**src/rtl/pc_seq_pkg.sv**
```systemverilog
package pc_seq_pkg;
  localparam int unsigned PC_W   = 11;
  localparam int unsigned IMM_W  = 9;
  localparam int unsigned BYTE_W = 8;
  localparam int unsigned OP_W   = 3;

  typedef enum logic [OP_W-1:0] {
    OP_SEQ  = 3'd0,
    OP_JUMP = 3'd1,
    OP_CALL = 3'd2,
    OP_RET  = 3'd3,
    OP_LOWR = 3'd4
  } pc_op_e;
endpackage

```
**src/rtl/pc_stack.sv**
```systemverilog
module pc_stack #(
  parameter int unsigned W     = 11,
  parameter int unsigned DEPTH = 2
) (
  input  logic         clk_i,
  input  logic         rst_ni,
  input  logic         push_i,
  input  logic         pop_i,
  input  logic [W-1:0] push_data_i,
  output logic [W-1:0] top_o
);
  logic [W-1:0] lvl_q [DEPTH];
  logic [W-1:0] lvl_d [DEPTH];

  // push shifts toward the bottom (oldest falls off); pop shifts toward the
  // top while the bottom level keeps its value
  for (genvar k = 0; k < DEPTH; k++) begin : g_lvl
    logic [W-1:0] from_above;
    logic [W-1:0] from_below;
    if (k == 0) begin : g_top
      assign from_above = push_data_i;
    end else begin : g_mid
      assign from_above = lvl_q[k-1];
    end
    if (k == DEPTH-1) begin : g_bot
      assign from_below = lvl_q[k];
    end else begin : g_inner
      assign from_below = lvl_q[k+1];
    end
    assign lvl_d[k] = push_i ? from_above : (pop_i ? from_below : lvl_q[k]);
  end

  always_ff @(posedge clk_i or negedge rst_ni) begin
    if (!rst_ni) begin
      for (int i = 0; i < DEPTH; i++) lvl_q[i] <= '0;
    end else begin
      for (int i = 0; i < DEPTH; i++) lvl_q[i] <= lvl_d[i];
    end
  end

  assign top_o = lvl_q[0];
endmodule

```
**src/rtl/pc_target.sv**
```systemverilog
module pc_target
  import pc_seq_pkg::*;
#(
  parameter int unsigned PCW  = PC_W,
  parameter int unsigned IMMW = IMM_W,
  parameter int unsigned BW   = BYTE_W
) (
  input  logic [OP_W-1:0]     op_i,
  input  logic [PCW-1:0]      pc_i,
  input  logic [IMMW-1:0]     imm_i,
  input  logic [BW-1:0]       wdata_i,
  input  logic [PCW-IMMW-1:0] page_i,
  input  logic [PCW-1:0]      ret_addr_i,
  output logic [PCW-1:0]      pc_inc_o,
  output logic [PCW-1:0]      pc_d_o,
  output logic                load_o
);
  localparam int unsigned GAP_W = IMMW - BW;

  pc_op_e op;
  assign op       = pc_op_e'(op_i);
  assign pc_inc_o = pc_i + {{(PCW-1){1'b0}}, 1'b1};

  always_comb begin
    pc_d_o = pc_inc_o;
    load_o = 1'b1;
    unique case (op)
      OP_JUMP: pc_d_o = {page_i, imm_i};
      OP_CALL: pc_d_o = {page_i, {GAP_W{1'b0}}, imm_i[BW-1:0]};
      OP_LOWR: pc_d_o = {page_i, {GAP_W{1'b0}}, wdata_i};
      OP_RET:  pc_d_o = ret_addr_i;
      default: load_o = 1'b0;
    endcase
  end
endmodule

```
**src/rtl/pc_seq.sv**
```systemverilog
module pc_seq
  import pc_seq_pkg::*;
#(
  parameter int unsigned STK_DEPTH = 2
) (
  input  logic                  clk_i,
  input  logic                  rst_ni,
  input  logic [OP_W-1:0]       op_i,
  input  logic [IMM_W-1:0]      imm_i,
  input  logic [BYTE_W-1:0]     wdata_i,
  input  logic [PC_W-IMM_W-1:0] page_i,
  output logic [PC_W-1:0]       pc_o,
  output logic                  flush_o,
  output logic [BYTE_W-1:0]     pcl_o
);
  logic [PC_W-1:0] pc_q, pc_d, pc_inc, ret_addr;
  logic            load, flush_q;

  pc_target u_target (
    .op_i      (op_i),
    .pc_i      (pc_q),
    .imm_i     (imm_i),
    .wdata_i   (wdata_i),
    .page_i    (page_i),
    .ret_addr_i(ret_addr),
    .pc_inc_o  (pc_inc),
    .pc_d_o    (pc_d),
    .load_o    (load)
  );

  pc_stack #(.W(PC_W), .DEPTH(STK_DEPTH)) u_stack (
    .clk_i      (clk_i),
    .rst_ni     (rst_ni),
    .push_i     (op_i == OP_CALL),
    .pop_i      (op_i == OP_RET),
    .push_data_i(pc_inc),
    .top_o      (ret_addr)
  );

  always_ff @(posedge clk_i or negedge rst_ni) begin
    if (!rst_ni) begin
      pc_q    <= '1;
      flush_q <= 1'b0;
    end else begin
      pc_q    <= pc_d;
      flush_q <= load;
    end
  end

  assign pc_o    = pc_q;
  assign flush_o = flush_q;
  assign pcl_o   = pc_q[BYTE_W-1:0];
endmodule

```
**config.mk**
```make
export PLATFORM = sky130hd
export DESIGN_NAME = pc_seq
export DESIGN_NICKNAME = d
export VERILOG_FILES = /design/src/rtl/pc_seq_pkg.sv /design/src/rtl/pc_stack.sv /design/src/rtl/pc_target.sv /design/src/rtl/pc_seq.sv
export SDC_FILE = /design/constraint.sdc
export NUM_CORES = 1
export LEC_CHECK = 0
export BUFFER_PORTS_ARGS = -buffer_cell sky130_fd_sc_hd__buf_2
export CAP_MARGIN = 40
export CORE_ASPECT_RATIO = 0.5
export CORE_MARGIN = 1.5
export CORE_UTILIZATION = 51
export CTS_CLUSTER_DIAMETER = 150
export DETAILED_ROUTE_END_ITERATION = 6
export PLACE_DENSITY = 0.84
export RECOVER_POWER = 25
export SETUP_SLACK_MARGIN = 0.1
export SYNTH_ARGS = -nofsm -noshare
export SYNTH_HDL_FRONTEND = slang
export SYNTH_SLANG_ARGS = --single-unit
```
**constraint.sdc**
```tcl
create_clock -name clk_i -period 2 [get_ports clk_i]
set_clock_uncertainty 0.05 [all_clocks]
set_input_delay 0.1 -clock clk_i [delete_from_list [all_inputs] [get_ports clk_i]]
set_output_delay 0.1 -clock clk_i [all_outputs]
set_load 0.01 [all_outputs]
```
# --- Word level (Yosys, flattened, before mapping) ---
# Index checks and enable logic that the tools add are counted.
word_totals:
  register_bits: 34
  in_bits: 24
  elab_cells: 15
  out_inout_bits: 20
classes:
  reduce_logical: 2
  add_sub_neg: 1
  eq_ne: 4
  n_mux: 4
ops:
  columns: ["operator", "n"]
  rows:
  - ["case mux 11 bit (4 select lines)", 1]
  - ["two-way mux 11 bit", 2]
  - ["adder 11 x 1 -> 11 bit (second input constant)", 1]
  - ["equality test 3 x 2 -> 1 bit (second input constant)", 2]
  - ["OR reduction 4 bit", 1]
  - ["equality test 3 x 1 -> 1 bit (second input constant)", 1]
  - ["equality test 3 bit (second input constant)", 1]
  - ["nonzero test 2 bit", 1]
  - ["two-way mux 1 bit", 1]

# --- Depth between registers and ports, before layout ---
# Gate-level depths: netlist (run 1).
logic_depth:
  ltp_word: 3
  ltp_mapped: 7
  mapped_depth_nobuf: 5

# --- Hierarchy ---
# A second synthesis (run 1) with hierarchy kept.
hier_totals:
  hier_cells: 187
  hier_area_um2: 2070.7
modules_own_cells:
  columns: ["module", "seq_area_each_um2", "area_per_inst_um2", "instances", "cells_per_inst"]
  rows:
  - ["pc_stack", 550.5, 963.4, 1, 71]
  - ["pc_target", 0.0, 711.9, 1, 94]
  - ["pc_seq", 314.1, 395.4, 1, 22]

# --- Least setup slack after synthesis (run 1) ---
# OpenSTA, ideal clock, no wires.
synth_timing:
  path_kind: "register to register"
  startpoint: "register pc_q[0], in the netlist pc_o[0]"
  endpoint: "register u_stack.lvl_q (netlist bit u_stack.top_o[10])"
  path_buffers: 0
  period_less_slack_ns: 1.660
  slack_ns: 0.340
  stages_incl_launch_ff: 6
  setup_ns: 0.126
  required_ns: 1.824
  arrival_time_ns: 1.484
  cell_sequence: "dfstp_2 ha_1 nand3_1 nor3_2 xor2_1 a221o_1"
synth_via:
  elab_chain_cells: 2
synth_lines:
  columns: ["item", "line", "source"]
  rows:
  - ["from (decl)", "pc_seq.sv:16", "logic [PC_W-1:0] pc_q, pc_d, pc_inc, ret_addr;"]
  - ["from (signal assigned)", "pc_seq.sv:45", "pc_q <= pc_d;"]
  - ["adder 11 x 1 -> 11 bit", "pc_target.sv:22", "assign pc_inc_o = pc_i + {{(PCW-1){1'b0}}, 1'b1};"]
  - ["two-way mux 11 bit", "pc_stack.sv:30", "assign lvl_d[k] = push_i ? from_above : (pop_i ? from_below : lvl_q[k]);"]
  - ["to (decl)", "pc_stack.sv:12", "logic [W-1:0] lvl_q [DEPTH];"]
# Every way passes these cells.
# A chain may end at the register's enable or synchronous reset.

# --- Worst setup path after layout (run 1) ---
layout_timing:
  startpoint: "register pc_q[0], in the netlist pc_o[0]"
  endpoint: "register pc_q[6], in the netlist pc_o[6]"
layout_via:
  elab_chain_cells: 2
layout_lines:
  columns: ["item", "line", "source"]
  rows:
  - ["adder 11 x 1 -> 11 bit", "pc_target.sv:22", null]
  - ["case mux 11 bit (4 select lines)", "pc_target.sv:27", "unique case (op)"]
  - ["via pc_d[6]", "pc_seq.sv:16", null]
# The timed path passes the listed nets, and every way through them passes these cells.

==> metrics.md, run 1 <==
| Metric | Value |
|---|---|
| Total routed wirelength | `about 5500 um` |
| Max_slew headroom | `between 30% and 40%` |
| Share of the synthesized area in the top cell type | `26.9%` |
| Sequential Power Share | `46.7%` |
| Die Y-Extent | `48.8 um` |
| Peak VDD IR | `0.000293 V` |
| Clock-pin slew on the worst setup and hold paths | `0.07 ns` |
| Die width | `94.6 um` |
| Worst Setup SP | `pc_o[0]` |
| Leak | `0.00109 uW` |
| Post-DP Area | `~2300 um^2` |
| Min-delay worst type | `in -> reg` |
| Post-DR wirelength/cell | `17.5 um` |
| Clock period minus worst slack | `1.89 ns` |
| Area of the core | `3960 um^2` |
| Flops & latches, synth | `34` |
| Fraction of registers with async set/reset | `100%` |
| Layout area overhead | `14.0%` |
| CP startpoint kind | `register` |
| Required time of the critical path | `2.13 ns` |
| Die ar. | `4620 um^2` |
| Drt drc | `0` |
| Mapped cell area | `2140 um^2` |
| Slew Viols, Final | `0` |
| Hold Violations, Final | `0` |
| Status | `completed` |
| Synth area leaders | `dfrtp_1, dfstp_2, mux2i_1` |
| DR vias | `1,924` |
| DRT Pass-1 Iters | `4` |
| Largest net degree at the start of global routing | `35` |
| Final nets | `282` |
| Initial Util | `54.0%` |
| Switching pwr | `801 uW` |
| Clock Path Buffers | `2` |
| CP Max Fanout | `6` |
| Fillers | `329` |
| EDFF count, synth | `0` |
| DRT iter0 DRCs | `139` |
| Cell taking the most area after synthesis | `dfrtp_1` |
| Worst setup endpoint | `pc_o[6]` |
| Fin util | `~62%` |
| Gr ovfl total | `0` |
| Total track usage | `around a quarter` |
| Ys Warns | `0` |
| Finished Cell Area | `2440 um^2` |
| Top post-synthesis cells by count | `nand2_1, dfrtp_1, o21ai_0, mux2i_1` |
| IO buf count | `43` |
| Post-DP HPWL | `3770 um` |
| Syn nets | `246` |
| Layout cells sized above 1 | `between 30 and 40%` |
| Placed cell count | `between 300 and 400` |
| WS Path Type | `reg -> reg` |
| Hold Slack | `0.0114 ns` |
| FF-to-FF End | `pc_o[6]` |
| Worst setup EP type | `register` |
| TritonCTS buffer count | `5` |
| Ant diodes | `0` |
| Sw frac | `34.7%` |
| Max-cap violations | `0` |
| Final period util | `94.7%` |
| Top-count cell post-synth | `nand2_1` |
| First-pass GRT wire length | `8920 um` |
| Depth of the most critical reg-to-reg path | `5` |
| Root buffer cell | `clkbuf_8` |
| Initial antenna violation count | `0` |
| IO Count | `44` |
| Post-synth top flop | `dfrtp_1` |
| GP Congestion | `a little under 0.9` |
| Endpoints failing setup | `0` |
| Post-route ant nets | `0` |
| Seq/Total Area, Yosys | `40.4%` |
| Internal Power | `1510 uW` |
| Avg Cell Area, Syn | `9.69 um^2` |
| Sink Count | `34` |
| Slew of the pin with the lowest slew margin | `0.968 ns` |
| Clock share of power | `roughly 23%` |
| Vias in the first global route | `1,784` |
| Htree depth | `2` |
| P per Cell Area | `946 nW/um^2` |
| Worst Path Arrival | `between 2 and 2.5 ns` |
| Worst reg2reg startpoint | `pc_o[0]` |
| Setup TNS | `0 ns` |
| Num rows | `16` |
| Vias/cell | `about 6.2` |
| Post-Syn Instances | `between 200 and 250` |
| Max Clk Rate | `approximately 0.53 GHz` |
| R2R Setup Slk | `0.11 ns` |
| Worst-Skew Late Latency | `roughly 0.29 ns` |
| Combinational power share | `30.1%` |
| TritonCTS clock tree | `built` |
| Final non-filler cell total | `312` |
| Unique masters post-synth | `46` |
| RSZ-0062 raised after global routing | `true` |
==> worst max-delay path, cell delays in order (launching register included) <==
cell	delay (ns)
dfstp_2	0.59
ha_2	0.24
nand3_1	0.17
nor3_1	0.33
nor3_1	0.08
o32ai_1	0.33
==> cells in the final DEF, fill, tap and decap left out, types with 2 or more instances in the layout <==
cell type / instances
clkbuf_8: 6
o221ai_1: 3
o21a_1: 4
dlygate4sd3_1: 2
o21ai_0: 19
nand2_1: 26
o31ai_1: 6
or2_1: 2
o32ai_1: 4
buf_4: 7
nand3_1: 8
mux2_2: 12
clkbuf_1: 3
nor3_1: 9
xor2_1: 2
o211ai_1: 2
mux2i_1: 14
nor2_1: 9
nor3_2: 4
xnor2_1: 4
dfrtp_1: 23
a22oi_1: 2
and3_1: 4
buf_2: 40
a21oi_1: 2
or3_1: 2
dfstp_2: 11
nand2b_1: 6
a31oi_1: 2
==> how the worst min path moves through the flow <==
stage / from / to / slack (ns) / cells after the start
after floorplan: rst_ni / flush_o / -0.25 / 0
after detailed placement: rst_ni / u_stack.top_o[3] / 0.16 / 1
after global placement: rst_ni / u_stack.g_lvl[0].from_below[3] / 0.15 / 1
final: imm_i[8] / pc_o[8] / 0.01 / 3
after global routing: imm_i[8] / pc_o[8] / 0.04 / 3
after CTS: imm_i[8] / pc_o[8] / 0.01 / 3
==> stage by stage <==
stage / total power [uW] / setup WS (ns)
after global placement: 1720 / 0.269
after detailed placement: 1760 / 0.187
after floorplan: 1540 / 0.340
final: 2310 / 0.106
after global routing: 2430 / 0.0833
after CTS: 2300 / 0.151
==> kinds of logic after synthesis <==
logic type               Yosys count  share of synthesized area, %
XOR/XNOR                           6                          2.45
multiplexers                      28                          14.1
flip-flops                        34                          40.4
buffers and inverters             24                          6.95
adder cells (fa/ha/maj)            1                         0.584
AND/OR/NAND/NOR                   75                          18.6
AO/OA/AOI/OAI                     53                          16.9
==> what timing repair did <==
item / CTS / global route
setup buffers: 0 / 0
endpoints found under the hold margin: 24 / 0
resized for setup: 0 / 1
setup endpoints to repair: 0 / 3
hold buffers: 2 / 0
==> flip-flops by register name, indices dropped and copies added, names as in the netlist <==
signal,flops
pc_o,11
u_stack.top_o,11
flush_o,1
u_stack.g_lvl.from_below,11
==> final cells by class <==
type | count | area, um^2 | area share (%)
Clock buffer | 7 | 86.3 | 3.54
Clock inverter | 1 | 5.00 | 0.205
Inverter | 1 | 3.75 | 0.154
Multi-Input combinational cell | 163 | 1130 | 46.2
Sequential cell | 34 | 865 | 35.4
Tap cell | 54 | 67.6 | 2.77
Timing Repair Buffer | 52 | 285 | 11.7
==> per-layer routing <==
| layer | wire length (um) | vias to the layer above | GRT usage, % | share of wire (%) |
|---|---|---|---|---|
| met2 | 2380 | 99 | 35.6 | 44 |
| li1 | - | 871 | - | - |
| met3 | 502 | 14 | 7.17 | 9.2 |
| met5 | 0 | - | 0 | 0 |
| met4 | 93 | 0 | 9.70 | 1.7 |
| met1 | 2480 | 940 | 37.0 | 45 |
==> power by group through the flow <==
stage	logic (uW)	registers (uW)	clock network, uW
after floorplan	491	1050	0
after global placement	656	1060	0
final	695	1080	535
after global routing	766	1100	565
after detailed placement	678	1080	0
after CTS	687	1070	536
(Power assumes the default switching activity.)
==> run 2: changes to the inputs <==
==> constraint.sdc (replaced) <==
create_clock -name clk_i -period 2.4 [get_ports clk_i]
set_clock_uncertainty 0.05 [all_clocks]
set_input_delay 0.12 -clock clk_i [delete_from_list [all_inputs] [get_ports clk_i]]
set_output_delay 0.12 -clock clk_i [all_outputs]
set_load 0.01 [all_outputs]
==> run 2 against run 1 <==
Compared with the run above: flip-flop and latch count stayed put; clock-buffer cell count is 1 lower; largest power group unchanged; critical path type unchanged; maximum frequency is 1.9% lower; final area is 1.1% lower.
==> metrics.md, run 2 (synthesized netlist as in run 1, its figures left out) <==
| Metric | Value |
|---|---|
| Status | `completed` |
| Sw frac | `34.6%` |
| Initial Util | `54.0%` |
| Clock period minus worst slack | `1.93 ns` |
| Hold Violations, Final | `0` |
| Switching pwr | `659 uW` |
| Setup Buffers After CTS | `0` |
| Max-cap violations | `0` |
| Final nets | `278` |
| WS Path Type | `reg -> reg` |
| Commonest non-fill, non-tap cell in the layout | `buf_2` |
| Hold_buf cts | `1` |
| IO buf count | `43` |
| Final period util | `between 80 and 90%` |
| Min-delay worst type | `in -> reg` |
| Post-DP HPWL | `3710 um` |
| Htree depth | `2` |
| Clock Path Buffers | `2` |
| First-pass GRT wire length | `8830 um` |
| Worst Path Arrival | `slightly above 2 ns` |
| Worst setup EP type | `register` |
| Clock share of power | `23.4%` |
| Internal Power | `between 1000 and 1500 uW` |
| Combinational power share | `29.7%` |
| Clock-pin slew on the worst setup and hold paths | `0.07 ns` |
| Post-DR wirelength/cell | `17.3 um` |
| DR vias | `1,908` |
| Final worst slack | `between 0.4 and 0.5 ns` |
| Sequential Power Share | `46.9%` |
| Final non-filler cell total | `308` |
| Vias/cell | `between 6 and 7` |
| Post-route ant nets | `0` |
| Root buffer cell | `clkbuf_8` |
| Max Clk Rate | `0.518 GHz` |
| Crit-path slowest cell | `dfstp_1` |
| Total track usage | `24.9%` |
| TritonCTS buffer count | `5` |
| Die ar. | `4620 um^2` |
| Area of the core | `3960 um^2` |
| CP startpoint kind | `register` |
| TritonCTS clock tree | `built` |
| Slew Viols, Final | `0` |
| Slew of the pin with the lowest slew margin | `0.766 ns` |
| Gr ovfl total | `0` |
| P per Cell Area | `790 nW/um^2` |
| Largest net degree at the start of global routing | `35` |
| Initial antenna violation count | `0` |
| Post_cts resized | `0` |
| Required time of the critical path | `2.54 ns` |
| CP Max Fanout | `6` |
| Leak | `0.00108 uW` |
| Sink Count | `34` |
| Buf+Inv Stages, Crit Path | `0` |
| Placed cell count | `299` |
| Commonest non-fill, non-tap cells in the layout | `buf_2, nand2_1, dfrtp_1, o21ai_0, mux2i_1` |
| DRT Pass-1 Iters | `4` |
| Ant diodes | `0` |
| Max_slew headroom | `a little under 50%` |
| Hold Slack | `0.0273 ns` |
| Place WS | `0.592 ns` |
| Crit-path max cell delay | `approximately 0.64 ns` |
| Num rows | `16` |
| Peak VDD IR | `0.000319 V` |
| Worst-Skew Late Latency | `0.28 ns` |
| Die width | `94.6 um` |
| Drt drc | `0` |
| Endpoints failing setup | `0` |
| RSZ-0062 raised after global routing | `false` |
| Fin util | `60.9%` |
| DRT iter0 DRCs | `169` |
| Critical path cell sequence | `ha_1, nand3_1, xnor2_1, o221ai_1, o21ai_0` |
| Die Y-Extent | `48.8 um` |
| Setup TNS | `0 ns` |
| GP Congestion | `0.848` |
| Layout area overhead | `12.7%` |
| Layout cells sized above 1 | `between 30% and 40%` |
| CP top delay family | `flip-flops` |
| Total routed wirelength | `5320 um` |
| Vias in the first global route | `between 1,500 and 2,000` |
| IO Count | `44` |
[run 2: metal layers]
metal	up-vias	part of all wire, %	track usage, %
li1	863	-	-
met1	938	45	36.9
met2	99	44	35.7
met3	8	9.7	7.79
met4	0	1.1	4.98
met5	-	0	0
[run 2: worst register-to-register path, cell delays in order (launching register included)]
cell and delay [ns]:
dfstp_1 0.64, ha_1 0.27, nand3_1 0.16, xnor2_1 0.33, o221ai_1 0.18, o21ai_0 0.20
[run 2: through the flow]
stage	area [um^2]	power, uW
global route	2410	2020
global placement	2310	1420
floorplan	2140	1290
finish	2410	1910
CTS	2410	1900
detailed placement	2310	1460
[run 2: final cells by class]
class	count	area, um^2
flip-flops and latches	34	865
clock buffers	6	82.6
repair buffers	48	254
inverters	1	3.75
multi-input cells	163	1130
well taps	54	67.6
fillers	323	1550
clock inverters	2	12.5
[run 2: worst paths after layout]
| kind | slack [ns] | startpoint | cells past startpoint | end |
|---|---|---|---|---|
| setup / recovery | 0.47 | pc_o[0] | 5 | pc_o[4] |
| hold / removal | 0.03 | wdata_i[1] | 3 | pc_o[1] |
| setup reg to reg | 0.47 | pc_o[0] | 5 | pc_o[4] |
| hold reg to reg | 0.45 | u_stack.g_lvl[0].from_below[4] | 1 | u_stack.g_lvl[0].from_below[4] |
| max in group asynchronous | 1.40 | rst_ni | 2 | u_stack.top_o[6] |
| min in group asynchronous | 0.41 | rst_ni | 2 | u_stack.top_o[1] |
[run 2: power by group through the flow]
stage | clock network (uW) | registers [uW] | logic, uW
finish | 447 | 893 | 566
global route | 481 | 918 | 626
CTS | 451 | 891 | 563
detailed placement | 0 | 902 | 558
global placement | 0 | 884 | 538
floorplan | 0 | 879 | 409
==> run 3: changes to the inputs <==
==> constraint.sdc (replaced) <==
create_clock -name clk_i -period 1.82 [get_ports clk_i]
set_clock_uncertainty 0.05 [all_clocks]
set_input_delay 0.091 -clock clk_i [delete_from_list [all_inputs] [get_ports clk_i]]
set_output_delay 0.091 -clock clk_i [all_outputs]
set_load 0.01 [all_outputs]
==> run 3 against run 2 <==
Compared with the run above: first-iteration DRC count grew 99%; final cell count increased by 5.8%; sequential power increased by 33%; flip-flop and latch count is the same; total power grew 56%; maximum frequency is 12% higher; core utilization rose by 6.6 points; global-route usage rose by 1.2 points; worst hold slack improved by 0.011 ns; non-clock buffer count rose by 17; clock-buffer cell count fell by 1; register-to-register slack got worse by 0.38 ns; critical endpoint unchanged.
==> metrics.md, run 3 (synthesized netlist as in run 1, its figures left out) <==
| Metric | Value |
|---|---|
| Status | `completed` |
| P per Cell Area | `1110 nW/um^2` |
| Hold Violations, Final | `0` |
| Commonest non-fill, non-tap cell in the layout | `buf_2` |
| Final nets | `approximately 300` |
| Critical path cell sequence | `ha_4, nand3_2, xnor2_2, o221ai_1, o21ai_0` |
| Commonest non-fill, non-tap cells in the layout | `buf_2, nand2_1, dfrtp_1, o21ai_0, buf_4` |
| TritonCTS buffer count | `5` |
| Max_slew headroom | `43.6%` |
| Largest net degree at the start of global routing | `35` |
| Post-DR wirelength/cell | `18.9 um` |
| Min-delay worst type | `in -> reg` |
| Total routed wirelength | `just over 6000 um` |
| Initial Util | `54.0%` |
| TritonCTS clock tree | `built` |
| Hold Startpoint | `wdata_i[2]` |
| Crit-path max cell delay | `approximately 0.6 ns` |
| Sequential Power Share | `between 40% and 50%` |
| Final period util | `94.9%` |
| Vias/cell | `~6.1` |
| Total track usage | `26.1%` |
| Post-DP HPWL | `3930 um` |
| Worst hold endpoint | `pc_o[2]` |
| WS Path Type | `reg -> reg` |
| Leak | `0.00122 uW` |
| Setup TNS | `0 ns` |
| Initial antenna violation count | `0` |
| Layout area overhead | `24.9%` |
| Num rows | `16` |
| Crit-path slowest cell | `dfstp_2` |
| FF-to-FF End | `pc_o[4]` |
| Required time of the critical path | `1.97 ns` |
| CP startpoint kind | `register` |
| Root buffer cell | `clkbuf_8` |
| Ant diodes | `0` |
| Depth of the most critical reg-to-reg path | `5` |
| DR vias | `1,988` |
| Clock-pin slew on the worst setup and hold paths | `0.08 ns` |
| Number of stages on the worst hold path | `3` |
| DRT Pass-1 Iters | `5` |
| Sw frac | `33.3%` |
| IO Count | `44` |
| Clock Path Buffers | `2` |
| DRT iter0 DRCs | `336` |
| Post-DP Area | `2370 um^2` |
| Die ar. | `4620 um^2` |
| Max Clk Rate | `0.579 GHz` |
| Max-cap violations | `0` |
| Switching pwr | `987 uW` |
| Worst setup EP type | `register` |
| Internal Power | `1980 uW` |
| R2R Setup Slk | `0.09 ns` |
| Placed cell count | `307` |
| Slew Viols, Final | `0` |
| Die Y-Extent | `slightly below 50 um` |
| Htree depth | `2` |
| Slew of the pin with the lowest slew margin | `between 0.8 and 0.9 ns` |
| Combinational power share | `30.7%` |
| Sink Count | `34` |
| Endpoints failing setup | `0` |
| Vias in the first global route | `1,776` |
| Final worst slack | `around 0.093 ns` |
| Post-route ant nets | `0` |
| Place WS | `0.0200 ns` |
| Die width | `roughly 95 um` |
| Clock period minus worst slack | `1.73 ns` |
| Worst reg2reg startpoint | `pc_o[0]` |
| IO buf count | `43` |
| Layout cells sized above 1 | `between 40% and 50%` |
| First-pass GRT wire length | `9090 um` |
| Final non-filler cell total | `326` |
| GP Congestion | `0.898` |
| Peak VDD IR | `between 0.0005 and 0.0006 V` |
| Gr ovfl total | `0` |
| CP Max Fanout | `5` |
| Clock share of power | `29.1%` |
| Worst-Skew Late Latency | `just under 0.3 ns` |
| RSZ-0062 raised after global routing | `true` |
| Worst Path Arrival | `1.88 ns` |
| Drt drc | `0` |
| Area of the core | `3960 um^2` |
| Finished Cell Area | `roughly 2700 um^2` |
-- run 3: cell types whose count changed in the layout (fill, tap and decap cells not counted), sizes merged --
cell         change
nand4            +1
clkinvlp         -1
buf             +12
clkbuf           +2
bufinv           +2
dlygate4sd3      +2
-- run 3: worst max path at each step --
| stage | end | cells past startpoint | slack (ns) | from |
|---|---|---|---|---|
| floorplan | u_stack.top_o[10] | 5 | 0.16 | pc_o[0] |
| detailed placement | pc_o[8] | 5 | 0.02 | pc_o[0] |
| global route | pc_o[4] | 5 | 0.03 | pc_o[1] |
| global placement | u_stack.top_o[10] | 5 | 0.14 | pc_o[0] |
| finish | pc_o[4] | 5 | 0.09 | pc_o[0] |
| CTS | pc_o[8] | 5 | 0.13 | pc_o[0] |
-- run 3: layer usage --
layer	vias to the layer above	share of wire, %	GRT usage (%)
met4	0	1.6	6.97
met3	14	12	6.85
met2	132	45	39.8
met1	937	42	37.0
met5	-	0	0
li1	905	-	-
-- run 3: worst max-delay path: cells and delay by family (launching register included) --
kind | cells | cell delay [ns]
flip-flops | 1 | 0.61
XOR/XNOR | 1 | 0.22
adder cells (fa/ha/maj) | 1 | 0.19
AO/OA/AOI/OAI | 2 | 0.41
AND/OR/NAND/NOR | 1 | 0.15
-- run 3: cell type report --
type | count | area [um^2]
clock buffers | 5 | 68.8
clock inverters | 3 | 68.8
fillers | 286 | 1290
inverters | 1 | 3.75
multi-input cells | 164 | 1220
flip-flops and latches | 34 | 865
well taps | 54 | 67.6
repair buffers | 65 | 379
-- run 3: power groups by stage --
stage,clock [uW],sequential (uW),combinational [uW]
after floorplan,0,1160,539
after global routing,889,1210,982
after global placement,0,1160,748
after detailed placement,0,1170,775
final,862,1190,911
after CTS,859,1170,818
-- run 3: metrics by stage --
stage	utilization (%)	total power [uW]	hold slack, ns
2_1_floorplan	-	1700	-0.255
3_3_place_gp	59.8	1900	0.148
3_5_place_dp	59.8	1950	0.154
4_1_cts	65.1	2840	0.0174
5_1_grt	67.5	3080	0.0445
6_report	67.5	2960	0.0382
-- run 3: repair_timing --
action	in CTS	in global routing
setup endpoints to repair	7	14
cloned	0	1
pin swaps	1	4
gates resized for setup	6	8
hold buffers	3	0
endpoints found under the hold margin	25	0
buffers inserted	1	6
